==> src/rtl/mdm_pkg.sv <==
package mdm_pkg;
  typedef enum logic [1:0] {
    HS_IDLE  = 2'd0,
    HS_TURN  = 2'd1,
    HS_CLEAR = 2'd2
  } hs_state_t;

  localparam logic MARK = 1'b1;
endpackage

==> src/rtl/mdm_ready_gen.sv <==
module mdm_ready_gen #(
  parameter int READY_CYC = 4
) (
  input  logic clk,
  input  logic rst_n,
  input  logic pwr_ok,
  output logic dce_rdy
);
  localparam int CW = $clog2(READY_CYC + 1);

  logic [CW-1:0] cnt_q, cnt_d;
  logic          rdy_q, rdy_d;
  logic          cnt_en;

  assign cnt_en = pwr_ok & ~rdy_q;

  always_comb begin
    cnt_d = cnt_q;
    rdy_d = rdy_q;
    if (!pwr_ok) begin
      cnt_d = '0;
      rdy_d = 1'b0;
    end else if (cnt_en) begin
      if (cnt_q == CW'(READY_CYC - 1)) begin
        rdy_d = 1'b1;
        cnt_d = '0;
      end else begin
        cnt_d = cnt_q + CW'(1);
      end
    end
  end

  always_ff @(posedge clk or negedge rst_n) begin
    if (!rst_n) begin
      cnt_q <= '0;
      rdy_q <= 1'b0;
    end else begin
      cnt_q <= cnt_d;
      rdy_q <= rdy_d;
    end
  end

  assign dce_rdy = rdy_q;
endmodule

==> src/rtl/mdm_rts_fsm.sv <==
module mdm_rts_fsm
  import mdm_pkg::*;
#(
  parameter int TURN_CYC = 6
) (
  input  logic clk,
  input  logic rst_n,
  input  logic dce_rdy,
  input  logic rts,
  output logic cts,
  output logic busy
);
  localparam int TW = (TURN_CYC > 1) ? $clog2(TURN_CYC) : 1;

  hs_state_t     st_q, st_d;
  logic [TW-1:0] tc_q, tc_d;
  logic          go;

  assign go = rts & dce_rdy;

  always_comb begin
    st_d = st_q;
    tc_d = tc_q;
    unique case (st_q)
      HS_IDLE: begin
        tc_d = '0;
        if (go) st_d = HS_TURN;
      end
      HS_TURN: begin
        if (!go) begin
          st_d = HS_IDLE;
          tc_d = '0;
        end else if (tc_q == TW'(TURN_CYC - 1)) begin
          st_d = HS_CLEAR;
          tc_d = '0;
        end else begin
          tc_d = tc_q + TW'(1);
        end
      end
      HS_CLEAR: begin
        if (!go) st_d = HS_IDLE;
      end
      default: begin
        st_d = HS_IDLE;
        tc_d = '0;
      end
    endcase
  end

  always_ff @(posedge clk or negedge rst_n) begin
    if (!rst_n) begin
      st_q <= HS_IDLE;
      tc_q <= '0;
    end else begin
      st_q <= st_d;
      tc_q <= tc_d;
    end
  end

  assign cts  = (st_q == HS_CLEAR);
  assign busy = (st_q != HS_IDLE);
endmodule

==> src/rtl/mdm_carrier_det.sv <==
module mdm_carrier_det
  import mdm_pkg::*;
#(
  parameter int IDLE_CYC = 20
) (
  input  logic clk,
  input  logic rst_n,
  input  logic rx_line,
  output logic rx_samp,
  output logic dcd
);
  localparam int IW = $clog2(IDLE_CYC + 1);

  logic          line_q;
  logic          dcd_q, dcd_d;
  logic [IW-1:0] ic_q, ic_d;
  logic          act;
  logic          ic_en;

  assign act   = rx_line ^ line_q;
  assign ic_en = dcd_q & ~act;

  always_comb begin
    dcd_d = dcd_q;
    ic_d  = ic_q;
    if (act) begin
      dcd_d = 1'b1;
      ic_d  = '0;
    end else if (ic_en) begin
      if (ic_q == IW'(IDLE_CYC - 1)) begin
        dcd_d = 1'b0;
        ic_d  = '0;
      end else begin
        ic_d = ic_q + IW'(1);
      end
    end
  end

  always_ff @(posedge clk or negedge rst_n) begin
    if (!rst_n) begin
      line_q <= MARK;
      dcd_q  <= 1'b0;
      ic_q   <= '0;
    end else begin
      line_q <= rx_line;
      dcd_q  <= dcd_d;
      ic_q   <= ic_d;
    end
  end

  assign rx_samp = line_q;
  assign dcd     = dcd_q;
endmodule

==> src/rtl/mdm_line_gate.sv <==
module mdm_line_gate
  import mdm_pkg::*;
(
  input  logic half_duplex,
  input  logic busy,
  input  logic cts,
  input  logic dcd,
  input  logic tx_in,
  input  logic rx_samp,
  output logic tx_line,
  output logic rx_data,
  output logic rx_blocked
);
  always_comb begin
    rx_blocked = half_duplex & busy;
    tx_line    = cts ? tx_in : MARK;
    rx_data    = (dcd & ~rx_blocked) ? rx_samp : MARK;
  end
endmodule

==> src/rtl/modem_handshake_ctrl.sv <==
module modem_handshake_ctrl #(
  parameter int READY_CYC = 4,
  parameter int TURN_CYC  = 6,
  parameter int IDLE_CYC  = 20
) (
  input  logic clk,
  input  logic rst_n,
  input  logic pwr_ok,
  input  logic half_duplex,
  input  logic rts,
  input  logic tx_in,
  input  logic rx_line,
  output logic dce_rdy,
  output logic cts,
  output logic tx_line,
  output logic dcd,
  output logic rx_data,
  output logic rx_blocked
);
  logic rst_s1, rst_s2;
  logic busy;
  logic rx_samp;

  always_ff @(posedge clk or negedge rst_n) begin
    if (!rst_n) begin
      rst_s1 <= 1'b0;
      rst_s2 <= 1'b0;
    end else begin
      rst_s1 <= 1'b1;
      rst_s2 <= rst_s1;
    end
  end

  mdm_ready_gen #(.READY_CYC(READY_CYC)) u_ready (
    .clk(clk), .rst_n(rst_s2), .pwr_ok(pwr_ok), .dce_rdy(dce_rdy)
  );

  mdm_rts_fsm #(.TURN_CYC(TURN_CYC)) u_fsm (
    .clk(clk), .rst_n(rst_s2), .dce_rdy(dce_rdy), .rts(rts),
    .cts(cts), .busy(busy)
  );

  mdm_carrier_det #(.IDLE_CYC(IDLE_CYC)) u_car (
    .clk(clk), .rst_n(rst_s2), .rx_line(rx_line),
    .rx_samp(rx_samp), .dcd(dcd)
  );

  mdm_line_gate u_gate (
    .half_duplex(half_duplex), .busy(busy), .cts(cts), .dcd(dcd),
    .tx_in(tx_in), .rx_samp(rx_samp), .tx_line(tx_line),
    .rx_data(rx_data), .rx_blocked(rx_blocked)
  );
endmodule

==> config.mk <==
export PLATFORM = sky130hd
export DESIGN_NAME = modem_handshake_ctrl
export DESIGN_NICKNAME = d
export VERILOG_FILES = /design/src/rtl/mdm_pkg.sv /design/src/rtl/mdm_ready_gen.sv /design/src/rtl/mdm_rts_fsm.sv /design/src/rtl/mdm_carrier_det.sv /design/src/rtl/mdm_line_gate.sv /design/src/rtl/modem_handshake_ctrl.sv
export SDC_FILE = /design/constraint.sdc
export NUM_CORES = 1
export LEC_CHECK = 0
export BUFFER_PORTS_ARGS = -buffer_cell sky130_fd_sc_hd__buf_2
export CORE_UTILIZATION = 38
export DETAILED_ROUTE_END_ITERATION = 16
export GPL_ROUTABILITY_DRIVEN = 0
export GPL_TIMING_DRIVEN = 0
export PLACE_DENSITY = 0.58
export SYNTH_ARGS = -nofsm -noshare
export SYNTH_HDL_FRONTEND = slang
export SYNTH_SLANG_ARGS = --single-unit
==> constraint.sdc <==
create_clock -name clk -period 1.2 [get_ports clk]
set_clock_uncertainty 0.1 [all_clocks]
set_input_delay 0.12 -clock clk [delete_from_list [all_inputs] [get_ports clk]]
set_output_delay 0.12 -clock clk [all_outputs]
set_load 0.01 [all_outputs]
==> run metrics <==
Routed met1 length around 770 um; max cap viols 0; wirelength, routed between 1500 and 2000 um; root buf cell clkbuf_4; Clk Latency, worst-skew pair roughly 300 ps; Slew headroom 0.5677; crit path max fanout 4; placed wire-length estimate slightly below 1000 um; DRT iter0 DRCs 9; initial core utilization 0.4131; RSZ-0062 raised after global routing yes; minimum clock period 1598 ps; Total Power between 0.001 and 0.0015 W; Max clock buf depth 2; Arr. time, crit path between 1000 and 1500 ps; core area 0.002002 mm^2; die span in y roughly 50 um; Final WS setup -397.9 ps; Avg WL per Cell between 10 and 15 um; final hold vios 0; die width 48.65 um; largest net degree at the start of global routing 17; DR top layer met4; flop2flop setup slack -160 ps; synthesized flop and latch total 18; die area around 0.0024 mm^2; area grow syn2layout 50.53%; Worst-path clk slew roughly 100 ps; initial antenna violation count 0; Post-Route Utilization 0.6219; critical path class register to primary output; post-synth top area share 0.5144; DRC viols 0; top cells by area, synth dfrtp_1 (51%), nand2_1 (4.1%), xnor2_4 (3.3%); Setup TNS -2054 ps; most frequent cells after synthesis dfrtp_1 (17), nand2_1 (9), inv_1 (6); Buffers on Ports 12; Cell Area, Synth around 830 um^2; FFs w/ async S/R, synth 1.000; Place WS -142.5 ps; Final ANT Viol Nets 0; DR pass1 iterations 3; ys flop type dfrtp_1; Setup crit end kind primary output; top-count cell post-synth dfrtp_1; CTS tree yes; fmax roughly 630 MHz; site row count 16; first-pass GRT wire length just over 3000 um; Tcrit/Tclk final 1.332; P_leak between 0.5 and 0.6 nW; IR drop worst, VDD about 0.00070 V; Slowest-stage cell, CP dfrtp_1; HP Class input port to register; io pins 13; grt total ovfl 0; Num CTS Buffers 3; Synth warnings 0; failing checks negative setup slack; critical-path cell list o21a_1 > or3_1 > buf_2; status finished with violations; Syn Area/Cell between 10 and 15 um^2; clk sinks 18; CP startpoint kind register; gr usage total 0.1762; met3 WL approximately 55 um; Cells after Synth 75; met2 routed WL between 900 and 1000 um; via density per instance just under 5; EDFF count, synth 0; Net Count, Synth 84; CP max stage delay 420 ps; vias just under 700; transition time at the pin with the least slew margin approximately 650 ps; Nets roughly 120; vias in the first global route between 700 and 800; H-tree levels 1; diodes inserted 0; max-slew violation count 0; Critical Path RT 980 ps; Placed Instances ~110; Cell Count, Final, Fillers Out between 100 and 150; Seq/Total Area, Yosys 0.5461; post-synth top area cell dfrtp_1; pwr/cell area roughly 1200 mW/mm^2; Cell variety after synth 32; layout cell share with drive strength beyond 1 0.4775; endpoints failing setup 14
-- cell families (layout without fill, tap and decap cells) --
kind of cell               Yosys count  in the layout  share of synthesized area
AOI/OAI and AO/OA                   17             17                     0.1407
adders and majority gates            2              2                    0.03025
muxes                                1              1                    0.01361
xor gates and xnor gates             1              1                    0.03329
other                                1              1                   0.004534
and+or+nand+nor                     28             28                     0.1982
buffers and inverters                7             43                    0.03328
DFF                                 18             18                     0.5462
-- state kept, by name, summed over array words and instances, names as in the netlist --
register / cells
u_ready.dce_rdy: 1
u_car.dcd: 1
rst_s2: 1
u_fsm.st_q: 2
u_ready.cnt_q: 3
rst_s1: 1
u_car.rx_samp: 1
u_fsm.tc_q: 3
u_car.ic_q: 5
-- critical path: cells and delay by family, from the launching register on --
kind / cells / cell delay (ps)
buffers and inverters: 1 / 150
and+or+nand+nor: 1 / 310
DFF: 1 / 420
AOI/OAI and AO/OA: 1 / 190
-- metrics by stage --
stage	hold slack (ps)	area, um^2
after floorplan	-275.6	849.6
after global placement	-193.9	943.4
after detailed placement	-193.8	943.4
after CTS	131.1	1175
after global routing	150.7	1245
final	153.6	1245
-- layout by cell type, fill, tap and decap left out, drive strengths merged, types with 3 or more instances in the layout --
master        n
dfrtp        17
nand3         6
clkbuf        4
inv           6
nand2         9
a21boi        3
o21ai         4
buf          28
dlygate4sd3   5
-- repair_timing --
action	CTS	global route
resized for setup	15	8
endpoints found under the setup margin	15	16
setup buffers	10	5
hold buffers	5	0
pin swaps	8	5
endpoints found under the hold margin	8	0
-- area by class of cell --
| class | instances | area (um^2) |
|---|---|---|
| fillers | 160 | 757.0 |
| flip-flops and latches | 18 | 452.9 |
| multi-input cells | 50 | 434.2 |
| repair buffers | 32 | 254.0 |
| clock buffers | 4 | 36.28 |
| well taps | 27 | 33.78 |
| inverters | 6 | 22.52 |
| plain buffers | 1 | 11.26 |
-- metal layers --
metal / up-vias / GRT usage
met5: - / 0
met4: 0 / 0.1176
met3: 7 / 0.05660
met2: 9 / 0.2847
met1: 321 / 0.1976
li1: 338 / -
-- power by group --
group	switching [W]	total (W)	internal (W)
clock network	0.000200	0.000385	0.000185
logic	0.000146	0.000347	0.000201
registers	0.0000559	0.000716	0.000660
-- worst paths after layout --
path / startpoint / to / cells past startpoint
max reg2reg: u_fsm.st_q[1] / u_fsm.st_q[1] / 3
max in group asynchronous: rst_n / rst_s1 / 3
min reg2reg: rst_s2 / u_car.ic_q[1] / 0
max: u_fsm.st_q[0] / rx_data / 3
min in group asynchronous: rst_s2 / u_car.ic_q[1] / 0
min: rx_line / u_car.ic_q[2] / 3
Power figures use the tool's default switching activity.
